### src/rtl/hot_alert_pkg.sv
package hot_alert_pkg;
  localparam int CFG_W  = 16;
  localparam int SRC_N  = 8;
  localparam int LVL_N  = 5;
  localparam int THR_LSB = 10;
  localparam int THR_W   = 6;
  localparam int DG_LSB  = 8;
  localparam logic [CFG_W-1:0] CFG_RST = 16'h81A0;

  // status / enable bit positions (priority-free, fixed by the word layout)
  localparam int B_DROOP = 7;
  localparam int B_COMP  = 6;
  localparam int B_CRIT  = 5;
  localparam int B_NOM   = 4;
  localparam int B_DCHG  = 3;
  localparam int B_SYS   = 2;
  localparam int B_BAT   = 1;
  localparam int B_AC    = 0;

  // strobes from control to datapath
  typedef struct packed {
    logic             dgHit;     // deglitched discharge condition
    logic [1:0]       oneShot;   // enabled removal edges {battery, adapter}
    logic             pulseHold; // a one-shot pulse is running next cycle
    logic [SRC_N-1:0] clrBits;   // status bits to clear this cycle
  } hot_strobe_t;
endpackage

### src/rtl/hot_alert_ctl.sv
module hot_alert_ctl
  import hot_alert_pkg::*;
#(
  parameter int DG_T00    = 2000,
  parameter int DG_T01    = 130,
  parameter int DG_T10    = 8000,
  parameter int DG_T11    = 16000,
  parameter int PULSE_CYC = 8
)(
  input  logic             clk,
  input  logic             rstN,
  input  logic             cfgWrEn,
  input  logic [CFG_W-1:0] cfgWrData,
  input  logic             usTick,
  input  logic             overThr,
  input  logic             batPresent,
  input  logic             adapterOk,
  input  logic             statClrEn,
  input  logic [SRC_N-1:0] statClrMask,
  output logic [CFG_W-1:0] cfgQ,
  output hot_strobe_t      strb
);
  localparam int DG_MAXA = (DG_T00 > DG_T01) ? DG_T00 : DG_T01;
  localparam int DG_MAXB = (DG_T10 > DG_T11) ? DG_T10 : DG_T11;
  localparam int DG_MAX  = (DG_MAXA > DG_MAXB) ? DG_MAXA : DG_MAXB;
  localparam int DG_W    = $clog2(DG_MAX + 1);
  localparam int PULSE_W = $clog2(PULSE_CYC + 1);

  logic [DG_W-1:0] dgCnt;
  logic [DG_W-1:0] dgLim;
  logic            dgHit;
  logic [1:0]      remIn;
  logic [1:0]      remPrev;
  logic [1:0]      remFall;
  logic [1:0]      chanEn;
  logic [1:0]      pulseLive;

  // control word register
  always_ff @(posedge clk or negedge rstN) begin
    if (!rstN)        cfgQ <= CFG_RST;
    else if (cfgWrEn) cfgQ <= cfgWrData;
  end

  AST_CFG_LOAD: assert property (@(posedge clk) disable iff (!rstN)
    cfgWrEn |=> (cfgQ == $past(cfgWrData)));

  // deglitch limit from the select code
  always_comb begin
    unique case (cfgQ[DG_LSB +: 2])
      2'b00:   dgLim = DG_W'(DG_T00);
      2'b01:   dgLim = DG_W'(DG_T01);
      2'b10:   dgLim = DG_W'(DG_T10);
      default: dgLim = DG_W'(DG_T11);
    endcase
  end

  // tick counter; any gap in the condition restarts it
  always_ff @(posedge clk or negedge rstN) begin
    if (!rstN) begin
      dgCnt <= '0;
      dgHit <= 1'b0;
    end else if (!overThr) begin
      dgCnt <= '0;
      dgHit <= 1'b0;
    end else if (!dgHit && usTick) begin
      if (dgCnt + DG_W'(1) >= dgLim) dgHit <= 1'b1;
      else                           dgCnt <= dgCnt + DG_W'(1);
    end
  end

  AST_DG_RESTART: assert property (@(posedge clk) disable iff (!rstN)
    !overThr |=> (!dgHit && dgCnt == '0));
  AST_NO_OVERFLOW: assert property (@(posedge clk) disable iff (!rstN)
    dgCnt < DG_W'(DG_MAX));

  // removal edge detection
  assign remIn   = {batPresent, adapterOk};
  assign chanEn  = {cfgQ[B_BAT], cfgQ[B_AC]};
  assign remFall = remPrev & ~remIn;

  always_ff @(posedge clk or negedge rstN) begin
    if (!rstN) remPrev <= '0;
    else       remPrev <= remIn;
  end

  // one pulse stretcher per removal channel
  for (genvar j = 0; j < 2; j++) begin : g_shot
    logic [PULSE_W-1:0] pulseCnt;
    logic [PULSE_W-1:0] pulseNext;

    always_comb begin
      if (!chanEn[j])                pulseNext = '0;
      else if (remFall[j])           pulseNext = PULSE_W'(PULSE_CYC);
      else if (pulseCnt != '0)       pulseNext = pulseCnt - PULSE_W'(1);
      else                           pulseNext = '0;
    end

    always_ff @(posedge clk or negedge rstN) begin
      if (!rstN) pulseCnt <= '0;
      else       pulseCnt <= pulseNext;
    end

    assign pulseLive[j] = (pulseNext != '0);

    AST_PULSE_LOAD: assert property (@(posedge clk) disable iff (!rstN)
      (remFall[j] && chanEn[j]) |=> (pulseCnt == PULSE_W'(PULSE_CYC)));
    AST_PULSE_DROP: assert property (@(posedge clk) disable iff (!rstN)
      !chanEn[j] |=> (pulseCnt == '0));
  end

  assign strb.dgHit     = dgHit;
  assign strb.oneShot   = remFall & chanEn;
  assign strb.pulseHold = |pulseLive;
  assign strb.clrBits   = statClrEn ? statClrMask : '0;
endmodule

### src/rtl/hot_alert_dp.sv
module hot_alert_dp
  import hot_alert_pkg::*;
#(
  parameter int CUR_W   = 16,
  parameter int STEP_MA = 512,
  parameter int OFFS_MA = 128
)(
  input  logic             clk,
  input  logic             rstN,
  input  logic [THR_W-1:0] thrCode,
  input  logic [SRC_N-1:0] enMask,
  input  logic [CUR_W-1:0] dischgMa,
  input  logic [LVL_N-1:0] levelSrc,
  input  hot_strobe_t      strb,
  output logic             overThr,
  output logic [SRC_N-1:0] statusQ,
  output logic             alertN
);
  localparam int CMP_W = CUR_W + 1;

  logic [CMP_W-1:0] thrMa;
  logic [SRC_N-1:0] liveVec;
  logic [SRC_N-1:0] evtVec;
  logic             anyLive;

  // threshold in mA and strict compare
  assign thrMa   = CMP_W'(thrCode) * CMP_W'(STEP_MA) + CMP_W'(OFFS_MA);
  assign overThr = ({1'b0, dischgMa} > thrMa);

  // live conditions placed at their status positions
  always_comb begin
    liveVec          = '0;
    liveVec[B_DROOP] = levelSrc[4];
    liveVec[B_COMP]  = levelSrc[3];
    liveVec[B_CRIT]  = levelSrc[2];
    liveVec[B_NOM]   = levelSrc[1];
    liveVec[B_DCHG]  = strb.dgHit;
    liveVec[B_SYS]   = levelSrc[0];
  end

  assign evtVec  = (liveVec | {{(SRC_N-2){1'b0}}, strb.oneShot}) & enMask;
  assign anyLive = |(liveVec & enMask);

  always_ff @(posedge clk or negedge rstN) begin
    if (!rstN) begin
      statusQ <= '0;
      alertN  <= 1'b1;
    end else begin
      statusQ <= (statusQ & ~strb.clrBits) | evtVec;
      alertN  <= ~(anyLive | strb.pulseHold);
    end
  end

  AST_MASKED_STATUS: assert property (@(posedge clk) disable iff (!rstN)
    ((statusQ & ~$past(statusQ) & ~$past(enMask)) == '0));
  AST_ALL_OFF: assert property (@(posedge clk) disable iff (!rstN)
    (enMask == '0) |=> alertN);
  AST_SET_WINS: assert property (@(posedge clk) disable iff (!rstN)
    (evtVec != '0) |=> ((statusQ & $past(evtVec)) == $past(evtVec)));
endmodule

### src/rtl/hot_alert_top.sv
module hot_alert_top
  import hot_alert_pkg::*;
#(
  parameter int CUR_W     = 16,
  parameter int STEP_MA   = 512,
  parameter int OFFS_MA   = 128,
  parameter int DG_T00    = 2000,
  parameter int DG_T01    = 130,
  parameter int DG_T10    = 8000,
  parameter int DG_T11    = 16000,
  parameter int PULSE_CYC = 8
)(
  input  logic             clk,
  input  logic             rstN,
  input  logic             cfgWrEn,
  input  logic [15:0]      cfgWrData,
  output logic [15:0]      cfgWord,
  input  logic             statClrEn,
  input  logic [7:0]       statClrMask,
  input  logic             usTick,
  input  logic [CUR_W-1:0] dischgMa,
  input  logic [4:0]       levelSrc,
  input  logic             batPresent,
  input  logic             adapterOk,
  output logic [7:0]       statusOut,
  output logic             alertN
);
  hot_strobe_t      strb;
  logic             overThr;
  logic [CFG_W-1:0] cfgQ;

  hot_alert_ctl #(
    .DG_T00(DG_T00), .DG_T01(DG_T01), .DG_T10(DG_T10), .DG_T11(DG_T11),
    .PULSE_CYC(PULSE_CYC)
  ) u_ctl (
    .clk(clk), .rstN(rstN),
    .cfgWrEn(cfgWrEn), .cfgWrData(cfgWrData),
    .usTick(usTick), .overThr(overThr),
    .batPresent(batPresent), .adapterOk(adapterOk),
    .statClrEn(statClrEn), .statClrMask(statClrMask),
    .cfgQ(cfgQ), .strb(strb)
  );

  hot_alert_dp #(
    .CUR_W(CUR_W), .STEP_MA(STEP_MA), .OFFS_MA(OFFS_MA)
  ) u_dp (
    .clk(clk), .rstN(rstN),
    .thrCode(cfgQ[THR_LSB +: THR_W]), .enMask(cfgQ[SRC_N-1:0]),
    .dischgMa(dischgMa), .levelSrc(levelSrc), .strb(strb),
    .overThr(overThr), .statusQ(statusOut), .alertN(alertN)
  );

  assign cfgWord = cfgQ;
endmodule

### config.mk
export PLATFORM = sky130hd
export DESIGN_NAME = hot_alert_top
export DESIGN_NICKNAME = d
export VERILOG_FILES = /design/src/rtl/hot_alert_pkg.sv /design/src/rtl/hot_alert_ctl.sv /design/src/rtl/hot_alert_dp.sv /design/src/rtl/hot_alert_top.sv
export SDC_FILE = /design/constraint.sdc
export NUM_CORES = 1
export LEC_CHECK = 0
export CAP_MARGIN = 20
export CORE_MARGIN = 3
export CORE_UTILIZATION = 48
export CTS_CLUSTER_DIAMETER = 80
export DETAILED_ROUTE_END_ITERATION = 6
export PLACE_DENSITY = 0.88
export SETUP_SLACK_MARGIN = 0.4
export SYNTH_ARGS = -nofsm -noshare
export SYNTH_HDL_FRONTEND = slang
export SYNTH_SLANG_ARGS = --single-unit
### constraint.sdc
create_clock -name clk -period 3.7 [get_ports clk]
set_input_delay 0.555 -clock clk [delete_from_list [all_inputs] [get_ports clk]]
set_output_delay 0.555 -clock clk [all_outputs]
set_load 0.1 [all_outputs]
---- Word level (Yosys, flattened, before mapping) ----
Index checks and enable logic that the tools add are counted.
storage, ports and cells
  register bits after elaboration ......... 50
  input bits .............................. 52
  output and inout port bits .............. 25
operators by class
  add/subtract/negate cells ............... 4
  order comparisons ....................... 2
  equality and inequality tests ........... 5
  mux-type cells .......................... 14
  bitwise logic cells ..................... 11
  reductions and logical operators ........ 11
operators with widths
  kind                                                  count
  two-way mux 14 bit                                    3
  one-hot mux 14 bit (3 select lines)                   1
  AND 8 bit                                             3
  two-way mux 4 bit                                     6
  greater-than comparator 16 x 17 -> 1 bit              1
  adder 15 x 8 -> 16 bit (second input constant)        1
  nonzero test 4 bit                                    4
  adder 14 x 1 -> 14 bit (second input constant)        1
  greater-or-equal comparator 14 bit                    1
  two-way mux 8 bit                                     1
  inverter 8 bit                                        1
  OR 8 x 2 -> 8 bit                                     1
  OR 8 bit                                              1
  OR reduction 8 bit                                    1
  subtractor 4 x 1 -> 4 bit (second input constant)     2
  != test 2 bit (second input constant)                 3
  AND 2 bit                                             2
  AND reduction 2 bit                                   2
  two-way mux 1 bit                                     3
  equality test 2 x 1 -> 1 bit (second input constant)  1
  equality test 2 bit (second input constant)           1
  logical NOT 2 bit                                     1
  inverter 2 bit                                        1
  OR reduction 2 bit                                    1
  other kinds (4)                                       4

---- Logic depth before layout (Yosys ltp) ----
Gate-level depths: netlist of the first run.
  word-level depth ........................ 8
  mapped depth ............................ 14
  gate-level depth less buffers ........... 13

---- By module ----
Synthesis of the first run repeated with hierarchy kept, for this count alone.
second synthesis, totals
  cell total of the unflattened synthesis .. 306
  area, all modules ....................... 2,962.8 sq um
modules (own cells, without submodules)
  module         times used  cells an instance  area each (sq um)  sequential area each (sq um)
  hot_alert_ctl  1           247                2,416.1            1,031.0
  hot_alert_dp   1           59                 546.8              226.5

---- Worst setup path after synthesis of the first run ----
Ideal clock, no wire load.
  path kind ............................... reg-to-reg
  start point ............................. reg u_ctl.dgCnt[0]
  end point ............................... reg u_ctl.dgCnt[6]
  setup time .............................. 0.118 ns
  data arrival time ....................... 2.990 ns
  required time ........................... 3.582 ns
  path slack .............................. 0.592 ns
  stages on the path, launching flop included .. 14
  path buffers ............................ 0
  clock period less this slack ............ 3.108 ns
  path through ............................ dfrtp_1 ha_1 and3_1 and3_4 and3_1 and3_1 xor2_2 ha_1 a21oi_1 nand2_1 a221oi_2 a41oi_2 o21bai_1 a21o_1
on the way
  longest elaborated chain between the ends .. 4
ends and longest elaborated chain
  what                                                                      line                                      RTL
  start, declared                                                           hot_alert_ctl.sv:29                       logic [DG_W-1:0] dgCnt;
  start signal, assigned                                                    hot_alert_ctl.sv:67                       else dgCnt <= dgCnt + DG_W'(1);
  adder 14 x 1 -> 14 bit (*)                                                hot_alert_ctl.sv:66, hot_alert_ctl.sv:67
  greater-or-equal comparator 14 bit or two-way mux 14 bit (tied branches)  hot_alert_ctl.sv:66                       if (dgCnt + DG_W'(1) >= dgLim) dgHit <= 1'b1;
  != test 2 bit (no line) or two-way mux 14 bit (tied branches)             n/a
  AND reduction 2 bit (no line) or two-way mux 14 bit (tied branches)       n/a
Mark *: on every way between the ends. The rest lies on a longest branch, timed or not. The select of a mux whose other input is x is not followed.
A chain may end at the register's enable or synchronous reset.

---- Worst setup path after layout of the first run ----
  start point ............................. reg u_ctl.dgCnt[0]
  end point ............................... reg u_ctl.dgCnt[0]
Same word-level chain as after synthesis.

==> summary.md, run 1 <==
| Metric | Value |
|---|---|
| Most frequent cells in the layout | 75 x clkdlybuf4s50_1, 42 x dfrtp_1, 40 x nand2_1 |
| Critical path buffers and inverters | 1 |
| Die span in y | 82.3 um |
| Hold-fix buffers at CTS | 0 |
| RSZ-0062 raised after global routing | no |
| Fin crit share | 88.3% |
| Setup violations, final | 0 |
| Row Count | 27 |
| CTS tree | done |
| Reg clk slew, reported paths | 0.11 ns |
| Post-route ant nets | 0 |
| Fin util | 71.1% |
| Largest stage delay on the critical path | 0.46 ns |
| Pwr Density | 425 mW/mm^2 |
| Area leader, netlist | dfrtp_1 |
| Vias/cell | 5.67 |
| Top cell type's share of synthesized area | 40.3% |
| DRT iter0 DRCs | 169 |
| Max-cap viol count | 0 |
| Hold Crit Class | input pin to async pin |
| Slew HR | 32.9% |
| Outcome | finished, final reports clean |
| Initial antenna violation count | 0 |
| Vias in the first global route | 2665 |
| Detailed-route via count | 2517 |
| Port-buffer cells | 76 |
| CP dominant cell by count | and3_4 |
| Inserted Clock Buffers | 5 |
| Worst EP arrival | 3.51 ns |
| Sequential share of the synthesized area | 45.0% |
| Crit path launch | u_ctl.dgCnt[0] |
| Fin crit period | 3.27 ns |
| Synthesized area | 0.00280 sq mm |
| Worst Reg-to-Reg Cells | 14 |
| FMAX | 306 MHz |
| Final slew viol count | 0 |
| DRC Markers | 0 |
| Die width | 82.3 um |
| Worst r2r dst | u_ctl.dgCnt[0] |
| Area of the multi-input gates | 0.00156 sq mm |
| Avg Inst Size Synth | 10.0 sq um |
| NumNets Final | 444 |
| Worst-path fanout max | 6 |
| Net count after synthesis | 352 |
| Worst R2R Setup Slack | 0.43 ns |
| Synth Instances | 279 |
| Drt wl/cell | 18.3 um |
| Worst setup EP type | flop |
| Full die area | 0.00678 sq mm |
| Filler Cells Inserted | 399 |
| CTS max path bufs | 2 |
| Worst Setup Start Kind | flop |
| Critical path class | flop to flop |
| DPL Wire Length | 5290 um |
| Final hold slack | 0.280 ns |
| Synth warn | 0 |
| Global route total overflow | 0 |
| Seq cells post-synth | 50 |
| Sequential Area | 0.00126 sq mm |
| Final setup skew | 0.00654 ns |
| GRT Util Overall | 24.5% |
| Final hold viol count | 0 |
| Num Clock Sinks | 50 |
| Worst skew pair latency | 0.32 ns |
| Worst vdd ir | 0.269 mV |
| WL final | 8120 um |
| Layout cells sized above 1 | 17.5% |
| Largest delay share family, worst path | simple AND/OR/NAND/NOR gates |
| Crit-path slowest cell | dfrtp_2 |
| Core area | 0.00557 sq mm |
| Diode count | 0 |
| DP Worst Slack | 0.0630 ns |
| Initial core utilization | 50.2% |
| Largest net degree at the start of global routing | 33 |
| I/O pin count | 77 |
| Req. time, crit path | 3.94 ns |
| H-Tree Depth | 2 |
| Final Wtd Congestion | 0.908 |
| Reg2reg start | u_ctl.dgCnt[0] |
| Top cells by area, synth | dfrtp_1 40%, ha_1 9.4%, nand2_1 5.4% |
| Global-route wire length before repair | 12500 um |
| Crit-path cells | ha_4 -> and3_1 -> and3_4 -> and3_4 -> and3_4 -> xor2_4 -> ha_4 -> nand4_1 -> nor3_4 -> o211ai_1 -> a41oi_4 -> buf_6 -> nand2_1 -> o21ai_1 |
| Commonest non-fill, non-tap cell in the layout | clkdlybuf4s50_1 |
| Setup TNS | 0 ns |
| Layout area overhead | 41.7% |
| Worst-Margin Slew | 1.00 ns |
| CTS root buffer | clkbuf_8 |
| Fin worst setup slack | 0.433 ns |
| Drt first pass iters | 4 |
| Leak pwr | 1.83 nW |
| Synth cell types | 49 |
-- worst max path at each step --
stage / end / depth (start not counted)
floorplan: u_ctl.dgCnt[6] / 13
global placement: u_ctl.dgCnt[6] / 13
detailed placement: u_ctl.dgCnt[6] / 13
CTS: u_ctl.dgCnt[11] / 14
global route: u_ctl.dgCnt[0] / 12
finish: u_ctl.dgCnt[0] / 14
-- power breakdown --
part	switching, mW	internal, mW
Combinational	0.428	0.236
Clock	0.213	0.142
Sequential	0.0522	0.612
Total	0.693	0.990
-- cell usage after synthesis (all sizes together) --
library cell   n
a221oi         1
mux2           7
nor3b          1
dfstp          5
nor4b          1
nor2          14
and4           1
nor3           6
buf            2
or2b           1
clkbuf         5
nand2b         9
nor4bb         1
o21bai         2
o211ai         3
a211o          1
inv           18
or2            2
xor2           2
nand4bb        1
nand2         40
and3           6
a21o           6
o31ai          1
ha            21
nor4           2
nor2b          3
o2111ai        1
nand4b         1
dfrtp         45
a21oi         16
a22o           9
o21ai         15
o211a          1
xnor2          6
a211oi         1
or3            2
nand4          5
a22oi          3
a41oi          1
or4            2
nand3          9
-- stage by stage --
stage	power, mW	instances	area [sq um]
final	1.68	444	3960
after global routing	1.76	444	3960
after CTS	1.66	439	3830
after detailed placement	1.28	421	3610
after global placement	1.26	421	3610
after floorplan	1.10	279	2800
-- flip-flops by register name, summed over array words and instances, names as in the netlist --
| register | count |
|---|---|
| u_ctl.dgHit | 1 |
| u_dp.statusQ | 8 |
| u_ctl.g_shot.pulseCnt | 8 |
| u_dp.alertN | 1 |
| u_ctl.cfgQ | 16 |
| u_ctl.dgCnt | 14 |
| u_ctl.remPrev | 2 |
-- kinds of logic (layout without fill, tap and decap cells) --
kind of cell,Yosys count,in the layout,share of synthesized area (%)
compound gates,61,61,15.8
flops,50,50,45.0
fa+ha+maj,21,21,9.40
xor+xnor,8,8,2.77
simple gates,107,108,20.3
mux,7,7,2.82
buf+inv,25,117,3.89
-- cell type report --
| class | count | share of cell area, % |
|---|---|---|
| inverter | 18 | 1.70 |
| tap | 72 | 2.27 |
| sequential | 50 | 31.8 |
| multi-input combinational | 205 | 39.4 |
| clock inverter | 3 | 0.726 |
| timing repair buffer | 91 | 22.4 |
| clock buffer | 5 | 1.74 |
-- per-layer routing --
metal,vias to the layer above,routed length (um),GRT usage [%]
li1,1175,-,-
met2,85,4190,43.0
met3,25,430,4.88
met1,1232,3210,28.2
met4,0,290,12.3
met5,-,0,0
-- what timing repair did --
action	CTS	global route
pin swaps	2	6
resized for setup	6	20
cloned	1	0
setup endpoints to repair	14	15
setup buffers	9	5
(Power assumes the default switching activity.)
==> inputs of run 2 (changes only) <==
Settings changed: CORE_UTILIZATION 48 to 49, SYNTH_HIERARCHICAL set to 1.
==> run 2 against run 1 <==
  * Clock skew is 0.0023 ns lower
  * Largest power group unchanged
  * Largest cell class unchanged
  * Sequential power is essentially flat
  * Clock power down 8.7%
  * Sequential share of layout area down 1.4 points
  * Global-route usage fell by 3.6 points
  * Setup slack lost 0.026 ns
==> summary.md, run 2 <==
| Metric | Value |
|---|---|
| CTS root buffer | clkbuf_8 (unchanged) |
| Num Clock Sinks | 50 (unchanged) |
| Switch share | 39.1% (was 41.2%) |
| Synth Area in Simple Gates | 21.5% (was 20.3%) |
| Met3 routed WL | 537 um (was 430 um) |
| Initial antenna violation count | 0 (unchanged) |
| Comb power frac | 40.0% (was 39.4%) |
| Post-Synth XOR/XNOR Area | 3.25% (was 2.77%) |
| Cell Int Power | 1.00 mW (was 0.990 mW) |
| Global-route wire length before repair | 12100 um (was 12500 um) |
| Worst skew pair latency | 0.30 ns (was 0.32 ns) |
| Final Power | 1.64 mW (was 1.68 mW) |
| Largest Register | u_ctl/cfgQ (was u_ctl.cfgQ) |
| Leak pwr | 1.86 nW (was 1.83 nW) |
| Reg power frac | 40.3% (was 39.5%) |
| CP dominant cell by count | nand3_2 (was and3_4) |
| Vias/cell | 5.80 (was 5.67) |
| Synthesized area | 0.00296 sq mm (was 0.00280 sq mm) |
| Die width | 83.8 um (was 82.3 um) |
| Die span in y | 83.8 um (was 82.3 um) |
| Synth warn | 6 (was 0) |
| I/O pin count | 77 (unchanged) |
| Final Wtd Congestion | 0.822 (was 0.908) |
| Synth Area in Adders | 8.87% (was 9.40%) |
| Max Used Layer | met4 (unchanged) |
| Crit-path cells | ha_4 -> nand3_2 -> nor3_2 -> nand3_2 -> or2_4 -> xnor2_1 -> ha_1 -> nand4_1 -> or3_1 -> a2111o_2 -> nand3_4 -> or4_1 -> a21oi_1 (was ha_4 -> and3_1 -> and3_4 -> and3_4 -> and3_4 -> xor2_4 -> ha_4 -> nand4_1 -> nor3_4 -> o211ai_1 -> a41oi_4 -> buf_6 -> nand2_1 -> o21ai_1) |
| DRC Markers | 0 (unchanged) |
| Row Count | 27 (unchanged) |
| Final Non-Filler Cells | 472 (was 444) |
| Outcome | finished, final reports clean (unchanged) |
| Reg clk slew, reported paths | 0.09 ns (was 0.11 ns) |
| Max FFs per register | 16 (unchanged) |
| Final hold viol count | 0 (unchanged) |
| Full die area | 0.00702 sq mm (was 0.00678 sq mm) |
| Port-buffer cells | 76 (unchanged) |
| Worst-Margin Slew | 0.992 ns (was 1.00 ns) |
| Area of the multi-input gates | 0.00170 sq mm (was 0.00156 sq mm) |
| Inst Count DP | 446 (was 421) |
| Multiplexer area fraction after synthesis | 5.95% (was 2.82%) |
| Largest net degree at the start of global routing | 51 (was 33) |
| Drt wl/cell | 16.8 um (was 18.3 um) |
| Worst Setup Start Kind | flop (unchanged) |
| Sw Pwr | 0.641 mW (was 0.693 mW) |
| Hold-fix buffers at CTS | 0 (unchanged) |
| Req. time, crit path | 3.87 ns (was 3.94 ns) |
| Synth cell types | 47 (was 49) |
| Biggest regs | u_ctl/cfgQ x16, u_ctl/dgCnt x14 (was u_ctl.cfgQ x16, u_ctl.dgCnt x14) |
| Initial core utilization | 52.2% (was 50.2%) |
| Vias in the first global route | 2696 (was 2665) |
| Sequential Area | 0.00126 sq mm (about the same) |
| CTS tree | done (unchanged) |
| Synth Instances | 306 (was 279) |
| CTS max path bufs | 2 (unchanged) |
| Detailed-route via count | 2737 (was 2517) |
| Critical path class | flop to flop (unchanged) |
| Fin crit period | 3.29 ns (was 3.27 ns) |
| Top-count cell post-synth | dfrtp_1 (unchanged) |
| Hold Crit Class | input pin to async pin (unchanged) |
| Post-route ant nets | 0 (unchanged) |
| Commonest non-fill, non-tap cell in the layout | clkdlybuf4s50_1 (unchanged) |
| Slew HR | 33.7% (was 32.9%) |
| Diode count | 0 (unchanged) |
| Final setup skew | 0.00421 ns (was 0.00654 ns) |
| Core area | 0.00568 sq mm (was 0.00557 sq mm) |
| H-Tree Depth | 2 (unchanged) |
| Worst setup EP type | flop (unchanged) |
| Inserted Clock Buffers | 5 (unchanged) |
| Fin util | 73.1% (was 71.1%) |
| Seq cells post-synth | 50 (unchanged) |
| Pwr Density | 395 mW/mm^2 (was 425 mW/mm^2) |
| GRT Util Overall | 20.9% (was 24.5%) |
| NumNets Final | 472 (was 444) |
| Layout area overhead | 40.1% (was 41.7%) |
| Largest stage delay on the critical path | 0.48 ns (was 0.46 ns) |
| Crit-path slowest cell | a2111o_2 (was dfrtp_2) |
| Most frequent cells in the layout | 75 x clkdlybuf4s50_1, 40 x dfrtp_1, 27 x inv_1 (was 75 x clkdlybuf4s50_1, 42 x dfrtp_1, 40 x nand2_1) |
| Area leader, netlist | dfrtp_1 (unchanged) |
| Drt first pass iters | 5 (was 4) |
| Worst vdd ir | 0.359 mV (was 0.269 mV) |
| Crit path launch | u_ctl/dgCnt[0] (was u_ctl.dgCnt[0]) |
| RSZ-0062 raised after global routing | yes (was no) |
| Post-synth ARST share | 100% (unchanged) |
| Final hold slack | 0.342 ns (was 0.280 ns) |
| DRT iter0 DRCs | 232 (was 169) |
| WL final | 7910 um (was 8120 um) |
| Worst-path fanout max | 7 (was 6) |
| Global route total overflow | 0 (unchanged) |
| Post-synth top cells | 45 x dfrtp_1, 27 x inv_1, 23 x nand2_1, 22 x a21oi_1, 21 x ha_1 (was 45 x dfrtp_1, 40 x nand2_1, 21 x ha_1, 18 x inv_1, 15 x a21oi_1) |
| Met2 wire len | 4130 um (was 4190 um) |
| Clock power share | 19.7% (was 21.1%) |
| Layout cells sized above 1 | 18.3% (was 17.5%) |
| Setup TNS | 0 ns (unchanged) |
| Synth Area in Compound Gates | 12.2% (was 15.8%) |
| Post-synth EDFFs | 0 (unchanged) |
| Largest family of logic cells by synthesized area | simple AND/OR/NAND/NOR gates (unchanged) |
| Worst EP arrival | 3.46 ns (was 3.51 ns) |
| Net count after synthesis | 379 (was 352) |
| Main synth FF type | dfrtp_1 (unchanged) |
| Sequential share of the synthesized area | 42.4% (was 45.0%) |
| Fin crit share | 89.0% (was 88.3%) |
| Max-cap viol count | 0 (unchanged) |
| Filler Cells Inserted | 395 (was 399) |
| DPL Wire Length | 5360 um (was 5290 um) |
| FMAX | 304 MHz (was 306 MHz) |
| Setup violations, final | 0 (unchanged) |
| Top cells by area, synth | dfrtp_1 38%, ha_1 8.9%, mux2_2 4.9% (was dfrtp_1 40%, ha_1 9.4%, nand2_1 5.4%) |
| Avg Inst Size Synth | 9.68 sq um (was 10.0 sq um) |
| Final slew viol count | 0 (unchanged) |
| Top cell type's share of synthesized area | 38.0% (was 40.3%) |
| Met1 WL | 3050 um (was 3210 um) |
| Reg2reg start | u_ctl/dgCnt[0] (was u_ctl.dgCnt[0]) |
run 2: path summary, 6_finish.rpt:
check / end / slack, ns / depth (start not counted)
max: u_ctl/dgCnt[8] / 0.41 / 13
min: u_ctl/cfgQ[4] / 0.34 / 2
max reg2reg: u_ctl/dgCnt[8] / 0.41 / 13
min reg2reg: u_ctl/g_shot[0].pulseCnt[0] / 0.48 / 1
max in group asynchronous: u_ctl/dgCnt[4] / 2.88 / 2
min in group clk: u_ctl/g_shot[0].pulseCnt[0] / 0.48 / 1
run 2: cell families (layout without fill, tap and decap cells):
group,count (synthesis),after routing
xor+xnor,11,11
flops,50,50
compound gates,59,59
simple gates,110,113
mux,16,16
fa+ha+maj,21,21
buf+inv,39,130
run 2: repair_timing:
| item | 4_1_cts | 5_1_grt |
|---|---|---|
| gates resized for setup | 12 | 18 |
| pin swaps | 8 | 14 |
| gates cloned | 3 | 0 |
| setup endpoints to repair | 15 | 15 |
| buffers inserted | 5 | 10 |
run 2: cell type report:
| class | instances | area share [%] |
|---|---|---|
| well taps | 72 | 2.17 |
| multi-input cells | 220 | 40.9 |
| clock buffers | 7 | 2.08 |
| repair buffers | 95 | 21.8 |
| clock inverters | 1 | 0.121 |
| flip-flops and latches | 50 | 30.4 |
| inverters | 27 | 2.44 |
run 2: through the flow:
step                      worst slack (ns)  area (sq um)
after floorplan                      0.429          2980
after global placement               0.241          3780
after detailed placement            0.0846          3780
after CTS                            0.402          4000
after global routing                 0.295          4150
final                                0.406          4150
run 2: power by group through the flow:
stage	Sequential (mW)	Combinational (mW)	Clock, mW
3_5_place_dp	0.671	0.630	0
2_1_floorplan	0.890	0.219	0
4_1_cts	0.660	0.648	0.330
3_3_place_gp	0.668	0.610	0
6_report	0.661	0.657	0.324
5_1_grt	0.669	0.703	0.350
run 2: metal layers:
layer | GRT usage (%) | vias up
met2 | 38.1 | 121
met3 | 5.03 | 24
met1 | 23.6 | 1308
met4 | 7.31 | 0
met5 | 0 | -
li1 | - | 1284
run 2: critical path, delay by kind of cell (launching register included):
kind | cells | cell delay, ns
xor+xnor | 1 | 0.13
compound gates | 2 | 0.56
fa+ha+maj | 2 | 0.49
flops | 1 | 0.43
simple gates | 8 | 1.55
